[src/rtl/twr_pkg.sv]
package twr_pkg;

    localparam int BYTE_W = 8;

    typedef enum logic [1:0] {
        RT_PROM = 2'b00,
        RT_INT  = 2'b01,
        RT_DDC  = 2'b10
    } route_e;

    typedef struct packed {
        logic              done;
        logic              is_addr;
        logic [BYTE_W-1:0] data;
    } byte_evt_t;

    // Seven-bit device address; the low bit is the inverted select input.
    function automatic logic [6:0] dev_addr(input logic addr_sel);
        return {6'b011100, ~addr_sel};
    endfunction

endpackage

[src/rtl/twr_line_filter.sv]
module twr_line_filter #(
    parameter int SYNC_STAGES = 2,
    parameter int FILT_LEN    = 2
) (
    input  logic clk,
    input  logic rst,
    input  logic din,
    output logic dout
);
    logic [SYNC_STAGES-1:0] sync_q;
    logic [FILT_LEN-1:0]    hist_q;

    always_ff @(posedge clk) begin
        if (rst) begin
            sync_q <= '1;
            hist_q <= '1;
            dout   <= 1'b1;
        end else begin
            sync_q <= {sync_q[SYNC_STAGES-2:0], din};
            hist_q <= {hist_q[FILT_LEN-2:0], sync_q[SYNC_STAGES-1]};
            if (&hist_q)
                dout <= 1'b1;
            else if (~|hist_q)
                dout <= 1'b0;
        end
    end
endmodule

[src/rtl/twr_bus_rx.sv]
module twr_bus_rx
    import twr_pkg::*;
(
    input  logic      clk,
    input  logic      rst,
    input  logic      scl,
    input  logic      sda,
    output logic      start_p,
    output logic      stop_p,
    output byte_evt_t evt
);
    localparam int CW = $clog2(BYTE_W + 1);

    logic              scl_d, sda_d;
    logic              active, first;
    logic [CW-1:0]     cnt;
    logic [BYTE_W-1:0] sr;

    logic scl_rise, start_c, stop_c;
    always_comb begin
        scl_rise = scl & ~scl_d;
        start_c  = scl & scl_d & sda_d & ~sda;
        stop_c   = scl & scl_d & ~sda_d & sda;
    end

    always_ff @(posedge clk) begin
        if (rst) begin
            scl_d   <= 1'b1;
            sda_d   <= 1'b1;
            start_p <= 1'b0;
            stop_p  <= 1'b0;
            active  <= 1'b0;
            first   <= 1'b0;
            cnt     <= '0;
            sr      <= '0;
            evt     <= '0;
        end else begin
            scl_d    <= scl;
            sda_d    <= sda;
            start_p  <= start_c;
            stop_p   <= stop_c;
            evt.done <= 1'b0;
            if (start_c) begin
                active <= 1'b1;
                first  <= 1'b1;
                cnt    <= '0;
            end else if (stop_c) begin
                active <= 1'b0;
            end else if (scl_rise && active) begin
                if (cnt == CW'(BYTE_W)) begin
                    cnt   <= '0;
                    first <= 1'b0;
                end else begin
                    sr  <= {sr[BYTE_W-2:0], sda};
                    cnt <= cnt + 1'b1;
                    if (cnt == CW'(BYTE_W - 1)) begin
                        evt.done    <= 1'b1;
                        evt.is_addr <= first;
                        evt.data    <= {sr[BYTE_W-2:0], sda};
                    end
                end
            end
        end
    end
endmodule

[src/rtl/twr_route_ctl.sv]
module twr_route_ctl
    import twr_pkg::*;
(
    input  logic      clk,
    input  logic      rst,
    input  logic      start_p,
    input  logic      stop_p,
    input  byte_evt_t evt,
    input  logic      addr_sel,
    input  logic      op_wr,
    input  logic      op_sel,
    output route_e    route_q,
    output logic      reg_strobe
);
    route_e pend_q;
    logic   pend_vld;
    logic   seen_start;
    route_e nxt;
    logic   addr_hit;

    always_comb begin
        addr_hit = evt.done && evt.is_addr &&
                   (evt.data[BYTE_W-1:1] == dev_addr(addr_sel));
        nxt = route_q;
        case (route_q)
            RT_PROM: if (addr_hit)              nxt = RT_INT;
            RT_INT:  if (stop_p && pend_vld)    nxt = pend_q;
            RT_DDC:  if (stop_p && seen_start)  nxt = RT_INT;
            default:                            nxt = RT_PROM;
        endcase
    end

    always_ff @(posedge clk) begin
        if (rst) begin
            route_q    <= RT_PROM;
            pend_q     <= RT_PROM;
            pend_vld   <= 1'b0;
            seen_start <= 1'b0;
            reg_strobe <= 1'b0;
        end else begin
            route_q    <= nxt;
            reg_strobe <= evt.done && (nxt == RT_INT);
            if (nxt != route_q) begin
                pend_vld   <= 1'b0;
                seen_start <= 1'b0;
            end else begin
                if (op_wr && route_q == RT_INT) begin
                    pend_q   <= op_sel ? RT_DDC : RT_PROM;
                    pend_vld <= 1'b1;
                end
                if (start_p && route_q == RT_DDC)
                    seen_start <= 1'b1;
            end
        end
    end
endmodule

[src/rtl/twbus_route_switch.sv]
module twbus_route_switch
    import twr_pkg::*;
#(
    parameter int SYNC_STAGES = 2,
    parameter int FILT_LEN    = 2
) (
    input  logic       clk,
    input  logic       rst,
    input  logic       scl_in,
    input  logic       sda_in,
    input  logic       addr_sel,
    input  logic       op_wr,
    input  logic       op_sel,
    output logic       prom_en,
    output logic       reg_en,
    output logic       ddc_en,
    output logic [1:0] route_o,
    output logic       reg_strobe
);
    localparam int NLINES = 2;

    logic [NLINES-1:0] raw_l, filt_l;
    logic              start_p, stop_p;
    byte_evt_t         evt;
    route_e            route_q;

    assign raw_l = {sda_in, scl_in};

    for (genvar g = 0; g < NLINES; g++) begin : g_line
        twr_line_filter #(
            .SYNC_STAGES(SYNC_STAGES),
            .FILT_LEN   (FILT_LEN)
        ) u_filt (
            .clk (clk),
            .rst (rst),
            .din (raw_l[g]),
            .dout(filt_l[g])
        );
    end

    twr_bus_rx u_rx (
        .clk    (clk),
        .rst    (rst),
        .scl    (filt_l[0]),
        .sda    (filt_l[1]),
        .start_p(start_p),
        .stop_p (stop_p),
        .evt    (evt)
    );

    twr_route_ctl u_ctl (
        .clk       (clk),
        .rst       (rst),
        .start_p   (start_p),
        .stop_p    (stop_p),
        .evt       (evt),
        .addr_sel  (addr_sel),
        .op_wr     (op_wr),
        .op_sel    (op_sel),
        .route_q   (route_q),
        .reg_strobe(reg_strobe)
    );

    always_comb begin
        route_o = route_q;
        prom_en = (route_q == RT_PROM);
        reg_en  = (route_q == RT_INT);
        ddc_en  = (route_q == RT_DDC);
    end
endmodule

[config.mk]
export PLATFORM = sky130hd
export DESIGN_NAME = twbus_route_switch
export DESIGN_NICKNAME = d
export VERILOG_FILES = /design/src/rtl/twr_pkg.sv /design/src/rtl/twr_line_filter.sv /design/src/rtl/twr_bus_rx.sv /design/src/rtl/twr_route_ctl.sv /design/src/rtl/twbus_route_switch.sv
export SDC_FILE = /design/constraint.sdc
export NUM_CORES = 1
export LEC_CHECK = 0
export ABC_AREA = 0
export ABC_CLOCK_PERIOD_IN_PS = 1300
export BUFFER_PORTS_ARGS = -buffer_cell sky130_fd_sc_hd__buf_2
export CELL_PAD_IN_SITES_DETAIL_PLACEMENT = 2
export CELL_PAD_IN_SITES_GLOBAL_PLACEMENT = 2
export CORE_MARGIN = 5
export CORE_UTILIZATION = 28
export DETAILED_ROUTE_END_ITERATION = 10
export HOLD_SLACK_MARGIN = 0.1
export PLACE_DENSITY_LB_ADDON = 0.25
export SYNTH_ARGS = -nofsm -noshare
export SYNTH_HDL_FRONTEND = slang
export SYNTH_SLANG_ARGS = --single-unit
[constraint.sdc]
create_clock -name clk -period 1.3 [get_ports clk]
set_input_delay 0.26 -clock clk [delete_from_list [all_inputs] [get_ports clk]]
set_output_delay 0.26 -clock clk [all_outputs]
set_load 0.1 [all_outputs]
==> results of run 1 <==
==> cells in the mapped netlist, drive strengths merged <==
library cell  instances
a21oi                14
inv                   6
and2                  1
and3                  2
buf                   3
nor2b                 1
o21ai                 6
a32oi                 2
a21o                  1
a22oi                 1
clkbuf                3
and3b                 1
and4bb                1
nand4                 2
a311oi                1
a2111oi               1
ha                    2
dfxtp                42
and2b                 1
mux2i                 9
nor4b                 1
nand3b                2
and4b                 2
nand2                21
nor3                  2
nor2                 16
or2                  10
nand3                 9
o21bai                1
o211ai                1
xor2                  3
a211oi                1
==> sequential cells by signal, indices dropped and copies added (netlist names) <==
| signal | count |
|---|---|
| u_rx.stop_p | 1 |
| g_line.u_filt.dout | 2 |
| u_rx.sr | 7 |
| u_rx.sda_d | 1 |
| u_ctl.seen_start | 1 |
| u_rx.evt | 9 |
| u_ctl.route_q | 2 |
| u_ctl.reg_strobe | 1 |
| u_rx.scl_d | 1 |
| u_rx.first | 1 |
| u_ctl.pend_q | 1 |
| u_rx.cnt | 4 |
| g_line.u_filt.hist_q | 4 |
| u_rx.start_p | 1 |
| g_line.u_filt.sync_q | 4 |
| u_ctl.pend_vld | 1 |
| u_rx.active | 1 |
==> cell type report <==
| class | instances | area (um2) | share of cell area, % |
|---|---|---|---|
| inverters | 6 | 22.5 | 0.998 |
| clock buffers | 8 | 80.1 | 3.55 |
| repair buffers | 40 | 392 | 17.4 |
| well taps | 72 | 90.1 | 3.99 |
| multi-input cells | 115 | 815 | 36.1 |
| flip-flops and latches | 42 | 858 | 38.0 |
==> repair_timing <==
action                     in CTS  in global routing
setup buffers                   5                  6
pin swaps                       5                  6
hold buffers                    0                  0
setup endpoints to repair      18                 29
resized for setup              14                 21
==> per-layer routing <==
metal / vias to the layer above / wire length (um)
li1: 661 / -
met1: 656 / 1840
met2: 8 / 2430
met3: 2 / 95
met4: 0 / 28
met5: - / 0
==> power by group <==
part	total, uW	leakage, uW	switching, uW	internal, uW
Clock	799	0.0000395	417	382
Sequential	1290	0.000344	2.93	1290
Combinational	50.6	0.000450	29.6	21.0
==> metrics by stage <==
step / utilization (%) / setup WS (ps) / instances / setup TNS (ps) / area, um2
6_report: 41.0 / -146 / 283 / -1180 / 2260
5_1_grt: 41.0 / -208 / 283 / -2290 / 2260
4_1_cts: 38.9 / -153 / 277 / -935 / 2140
3_5_place_dp: 35.8 / -116 / 264 / -883 / 1970
3_3_place_gp: 35.8 / -40.6 / 264 / -75.1 / 1970
2_1_floorplan: - / -469 / 169 / -2130 / 1630
==> layout by cell type, fill, tap and decap left out, drive strengths merged, types with 2 or more instances in the layout <==
| cell | count |
|---|---|
| a21oi | 14 |
| a32oi | 2 |
| and3 | 2 |
| and4b | 2 |
| buf | 40 |
| clkbuf | 8 |
| dfxtp | 42 |
| ha | 2 |
| inv | 6 |
| mux2i | 9 |
| nand2 | 21 |
| nand3 | 9 |
| nand3b | 2 |
| nand4 | 2 |
| nor2 | 16 |
| nor3 | 2 |
| o21ai | 6 |
| or2 | 10 |
| xor2 | 3 |
==> path summary, 6_finish.rpt <==
path / startpoint / endpoint / slack, ps
setup / recovery: u_ctl.route_q[0] / ddc_en / -150
setup reg to reg: u_rx.evt[7] / u_ctl.pend_vld / -140
hold reg to reg: g_line[0].u_filt.sync_q[0] / g_line[0].u_filt.sync_q[1] / 420
hold / removal: sda_in / g_line[1].u_filt.sync_q[0] / 150
==> worst max-delay path, cell delays in order, from the launching register on <==
cell and delay (ps):
dfxtp_4 360, and2b_4 270, buf_6 100, buf_12 160
==> cell families (layout without fill, tap and decap cells) <==
family,Yosys count,count (layout),synth area share [%]
multiplexers,9,9,5.66
AO/OA/AOI/OAI,29,29,10.9
flip-flops,42,42,52.8
XOR/XNOR,3,3,1.65
adder cells (fa/ha/maj),2,2,1.57
buffers and inverters,12,54,3.38
AND/OR/NAND/NOR,72,72,24.0
==> results.ini, run 1 <==
[run_status]
status=finished with violations
violations=setup timing

[global_routing]
grt_first_pass_wirelength_um=7290
globalRouteMet1Util_pct=13.8
grt-busiest-layer=met2
antenna_found_initial=0
grt_pass1_vias=1473
grt.total_usage_pct=12.9
grt_max_degree=16
grt_util_met3_pct=4.17
gr-total-overflow=0
use_met2_pct=24.1

[timing]
setup_violations=17
finalWorstSetupSlack_ps=-146
fin_hold_ws_ps=152
fmax_ghz=0.691
fin_skew_ps=6.28
rsz0062_at_grt=true
tightest_slew_ps=276
slew_viol_final=0
period_share_pct=111
fin_crit_ps=1450
max_slew_margin_pct=81.3
finalHoldViolCount=0

[synthesis]
yosysWarnings=0
synthTopCellsByArea=dfxtp_1, mux2i_1, nand2_1
ys_types=36
synth.top_cell.area_share_pct=52.8
yosys.area.top_type=dfxtp_1
syn_area_mm2=0.00159
seq_area_frac_synth_pct=52.8
synth.avg_cell_area_um2=9.42
synth_nets=178
ys_seq_elements=42
syn_inst=169

[floorplan]
io_pins=13
dieArea_mm2=0.00729
num_rows=27
start_util_pct=28.9
die_h_um=85.4
core-area_mm2=0.00551
die_w_um=85.4

[detailed_routing]
drtPass1Iterations=4
ant_nets=0
totalWireLength_um=4390
num_vias=1327
avgRoutedWirePerCell_um=15.5
dr.first_iter.drc_count=15
viasPerCell=4.69
drc=0

[worst_setup_path]
end_kind=output pin
start_kind=register
r2r.worst_path.cells=5
critical_path_arrival_ps=1190
crit_type=reg -> out
crit_required_ps=1040
critPathMaxFanout=4

[clocking]
cts_tree=done
clkTransAtPathRegs_ps=80
h-tree-depth=2
cts_sinks=42
cts_buffers=5
worstSkewPairLatency_ps=290
cts_buffer_depth=2
cts-root-buf=clkbuf_8

[job]
cap_violations=0

[hold_path]
hold-path-cell-count=2
hold_path_class=in -> reg

[final_layout]
area_delta_synth_final_pct=41.8
nNetsFinal=219
drive_above_1_share_pct=41.2
fillers=597
antennaDiodeCount=0

[power_and_ir_drop]
p_leak_uw=0.000833
total_power_uw=2140
p_per_area_mw_per_mm2=948
vdd_drop_max_uv=598

[placed_design]
portBuffers=12
place_congestion=0.730
dp_hpwl_um=3240

(Power assumes the default switching activity.)
==> run 2, diff against run 1 <==
Settings changed: CORE_UTILIZATION 28 to 33, SKIP_LAST_GASP set to 1.
==> run 2 against run 1 <==
  * The run still ends with setup timing left
  * Worst hold slack got worse by 12 ps
  * Critical path depth unchanged
  * Maximum frequency decreased by 1.2%
  * Final cell count fell by 5.3%
  * Power grew 4.5%
  * Setup slack worse by 18 ps
  * Critical path type unchanged
==> results.ini, run 2 (synthesized netlist as in run 1, its figures left out) <==
[floorplan]
dieArea_mm2=0.00631
core-area_mm2=0.00469
io_pins=13
die_h_um=79.4
num_rows=25
die_w_um=79.4
start_util_pct=33.9

[run_status]
violations=setup timing
status=finished with violations

[job]
cap_violations=0

[global_routing]
grt_pass1_vias=1556
gr-total-overflow=0
grt_first_pass_wirelength_um=7490
grt_max_degree=14
antenna_found_initial=0
grt.total_usage_pct=15.7

[power_and_ir_drop]
cell_internal_pwr_uw=1740
seqPwrFrac_pct=57.7
vdd_drop_max_uv=694
p_leak_uw=0.000857
switching_share_pct=22.2
pwr-share-clk_pct=39.8
combPwrFrac_pct=2.5
p_per_area_mw_per_mm2=950
p_sw_uw=497

[worst_setup_path]
critPathCapture=ddc_en
r2r_end=u_ctl.pend_q[1]
timing.critical_path.depth=3
critPathLaunch=u_ctl.route_q[0]
critPathMaxFanout=3
cp_slowest_cell=dfxtp_4
end_kind=output pin
crit_type=reg -> out
start_kind=register
crit_required_ps=1040
critical_path_arrival_ps=1200
r2r_setup_slack_ps=-160
r2r.worst_path.cells=5
critical_path.top_delay_family=flip-flops
cpPeakStageDelay_ps=370
path_cells=and2b_4 > buf_6 > buf_12
critPathBufInv=2
r2r-start=u_ctl.route_q[0]

[detailed_routing]
num_vias=1362
dr.first_iter.drc_count=74
ant_nets=0
drc=0
viasPerCell=5.08
avgRoutedWirePerCell_um=17.0
totalWireLength_um=4560
drtPass1Iterations=2

[timing]
finalHoldViolCount=0
timing.setup.tns_ps=-1010
fmax_ghz=0.683
finalWorstSetupSlack_ps=-165
setup_violations=18
max_slew_margin_pct=77.1
slew_viol_final=0
tightest_slew_ps=340
period_share_pct=113
fin_crit_ps=1460
fin_skew_ps=5.15
rsz0062_at_grt=true

[placed_design]
place_inst=245
place_congestion=0.804
portBuffers=12
dp_hpwl_um=3030

[final_layout]
antennaDiodeCount=0
nNetsFinal=222
largestRegisters=u_rx.evt (9), u_rx.sr (7)
top_register=u_rx.evt
layout.cells.non_filler=268
fillers=492
final_common_cell=dfxtp_1
final_cell_mix=dfxtp_1, buf_4, nand2_1, nor2_1, or2_2
multi_input_area_um2=901
area.sequential_um2=853
drive_above_1_share_pct=45.8
area_delta_synth_final_pct=48.0
largest_reg_flops=9

[clocking]
cts_tree=done
h-tree-depth=2
cts_buffers=5
worstSkewPairLatency_ps=300
cts_sinks=42
cts_buffer_depth=2
hold_buffers=0
cts-root-buf=clkbuf_8
clkTransAtPathRegs_ps=80

[hold_path]
hold_start=scl_in
hold_path_class=in -> reg

==> run 2: how the worst min path moves through the flow <==
stage	endpoint	slack (ps)	cells past startpoint
2_1_floorplan	g_line[0].u_filt.sync_q[0]	360	1
3_3_place_gp	g_line[1].u_filt.hist_q[0]	390	1
3_5_place_dp	g_line[1].u_filt.sync_q[1]	400	1
4_1_cts	g_line[0].u_filt.sync_q[0]	130	2
5_1_grt	g_line[1].u_filt.sync_q[0]	140	2
6_report	g_line[0].u_filt.sync_q[0]	140	2
==> run 2: through the flow <==
stage                     hold slack, ps  setup WS (ps)  area, um2  total power (uW)  util (%)
after floorplan                      364           -469       1630              1350         -
after global placement               391           7.81       1930              1370      41.1
after detailed placement             399          -97.7       1930              1380      41.1
after CTS                            126           -155       2130              2270      45.3
after global routing                 136           -247       2350              2340      50.2
final                                140           -165       2350              2240      50.2
==> run 2: layer usage <==
layer	routed length [um]	GRT usage [%]
met5	0	0
met4	77	6.70
met3	103	3.61
met2	2480	28.7
met1	1900	17.2
==> run 2: power by group through the flow <==
stage          combinational, uW  sequential, uW  clock, uW
2_1_floorplan               24.8            1320          0
3_3_place_gp                50.8            1320          0
3_5_place_dp                52.6            1320          0
4_1_cts                     53.9            1290        921
5_1_grt                     62.9            1290        985
6_report                    55.4            1290        891
==> run 2: repair_timing <==
| item | in CTS | in global routing |
|---|---|---|
| pin swaps | 6 | 13 |
| gates cloned | 0 | 0 |
| endpoints found under the setup margin | 21 | 29 |
| hold endpoints to repair | 0 | 0 |
| resized for setup | 15 | 34 |
| setup buffers | 6 | 11 |
==> run 2: final cells by class <==
type	instances	area share [%]
clock buffer	6	3.51
tap	54	2.87
sequential	42	36.2
timing repair buffer	43	17.7
multi-input combinational	115	38.3
inverter	6	0.956
clock inverter	2	0.478
==> run 3, diff against run 2 <==
Settings changed: PLACE_DENSITY_LB_ADDON 0.25 to 0.1.
==> run 3 against run 2 <==
  * The flow still finishes with violations (setup timing)
  * Final cell count up 0.75%
  * Combinational power up 1%
  * First-iteration DRC count down 47%
  * Core utilization down 0.13 points
  * Non-clock buffer count up 3
  * Clock-buffer cell count unchanged
  * Critical endpoint is now u_ctl.pend_q[1]
  * Largest cell class unchanged
==> results.ini, run 3 (synthesized netlist as in run 1, its figures left out) <==
[floorplan]
start_util_pct=33.9
io_pins=13
core-area_mm2=0.00469
die_h_um=79.4
dieArea_mm2=0.00631
num_rows=25
die_w_um=79.4

[power_and_ir_drop]
p_leak_uw=0.000869
p_per_area_mw_per_mm2=1030
total_power_uw=2420
vdd_drop_max_uv=561

[clocking]
h-tree-depth=2
cts_buffers=5
cts_sinks=42
cts-root-buf=clkbuf_8
worstSkewPairLatency_ps=290
cts_tree=done
clkTransAtPathRegs_ps=80
cts_buffer_depth=2
hold_buffers=0

[timing]
rsz0062_at_grt=true
max_slew_margin_pct=80.3
setup_violations=14
period_share_pct=111
fmax_ghz=0.694
slew_viol_final=0
tightest_slew_ps=293
finalHoldViolCount=0
fin_skew_ps=8.89
fin_crit_ps=1440
finalWorstSetupSlack_ps=-142

[detailed_routing]
ant_nets=0
dr.first_iter.drc_count=39
avgRoutedWirePerCell_um=17.1
totalWireLength_um=4620
drc=0
num_vias=1357
viasPerCell=5.03
drtPass1Iterations=4

[final_layout]
layout.cells.non_filler=270
final_cell_mix=dfxtp_1, buf_4, nand2_1, nor2_1, or2_2
top_register=u_rx.evt
largest_reg_flops=9
final_common_cell=dfxtp_1
nNetsFinal=225
multi_input_area_um2=856
antennaDiodeCount=0
largestRegisters=u_rx.evt (9), u_rx.sr (7)
area.sequential_um2=851
drive_above_1_share_pct=45.4
fillers=486
area_delta_synth_final_pct=47.6

[global_routing]
grt_max_degree=16
grt_first_pass_wirelength_um=7540
gr-total-overflow=0
grt_pass1_vias=1559
grt.total_usage_pct=15.7
antenna_found_initial=0

[run_status]
violations=setup timing
status=finished with violations

[worst_setup_path]
start_kind=register
critPathMaxFanout=2
crit_type=reg -> reg
critical_path_arrival_ps=1680
end_kind=register
path_cells=and4bb_2 > nand4_1 > buf_4 > a311oi_2 > mux2i_1
critical_path.top_delay_family=simple AND/OR/NAND/NOR gates
cp_slowest_cell=dfxtp_1
critPathBufInv=1
cpPeakStageDelay_ps=340
crit_required_ps=1530

[placed_design]
portBuffers=12
dp_slack_ps=-124
place_congestion=0.726
dp_hpwl_um=3010
place_inst=249

[hold_path]
hold_path_class=in -> reg

[job]
cap_violations=0

==> run 3: report_power, final <==
part           internal, uW  total, uW  switching (uW)
combinational          23.9       56.0            32.1
sequential             1290       1290            3.01
clock                   615       1070             455
==> run 3: layout make-up <==
| type | instances | area share, % |
|---|---|---|
| timing repair buffer | 46 | 18.7 |
| clock buffer | 6 | 3.52 |
| sequential | 42 | 36.2 |
| inverter | 6 | 0.959 |
| tap | 54 | 2.88 |
| clock inverter | 1 | 1.28 |
| multi-input combinational | 115 | 36.4 |
==> run 3: worst paths after layout <==
kind | start | endpoint | slack [ps] | depth (start not counted)
worst max register to register | u_rx.evt[3] | u_ctl.pend_q[1] | -140 | 5
worst min-delay path | scl_in | g_line[0].u_filt.sync_q[0] | 150 | 2
worst max-delay path | u_rx.evt[3] | u_ctl.pend_q[1] | -140 | 5
worst min register to register | g_line[0].u_filt.sync_q[1] | g_line[0].u_filt.hist_q[0] | 420 | 1
==> run 3: per-layer routing <==
metal	GRT usage [%]	share of wire, %
met5	0	0
met4	5.15	1.4
met3	3.72	2.2
met2	30.1	54
met1	16.5	42
==> run 3: stage by stage <==
| step | area, um2 | hold WS, ps | TNS [ps] | utilization [%] |
|---|---|---|---|---|
| after detailed placement | 1960 | 401 | -794 | 41.7 |
| after floorplan | 1630 | 364 | -2130 | - |
| after CTS | 2190 | 147 | -790 | 46.6 |
| final | 2350 | 151 | -975 | 50.1 |
| after global routing | 2350 | 153 | -2710 | 50.1 |
| after global placement | 1960 | 391 | -23.1 | 41.7 |
==> run 3: repair_timing <==
item | 4_1_cts | 5_1_grt
buffers inserted | 6 | 8
pin swaps | 9 | 12
setup endpoints to repair | 23 | 27
endpoints found under the hold margin | 0 | 0
gates resized for setup | 18 | 25
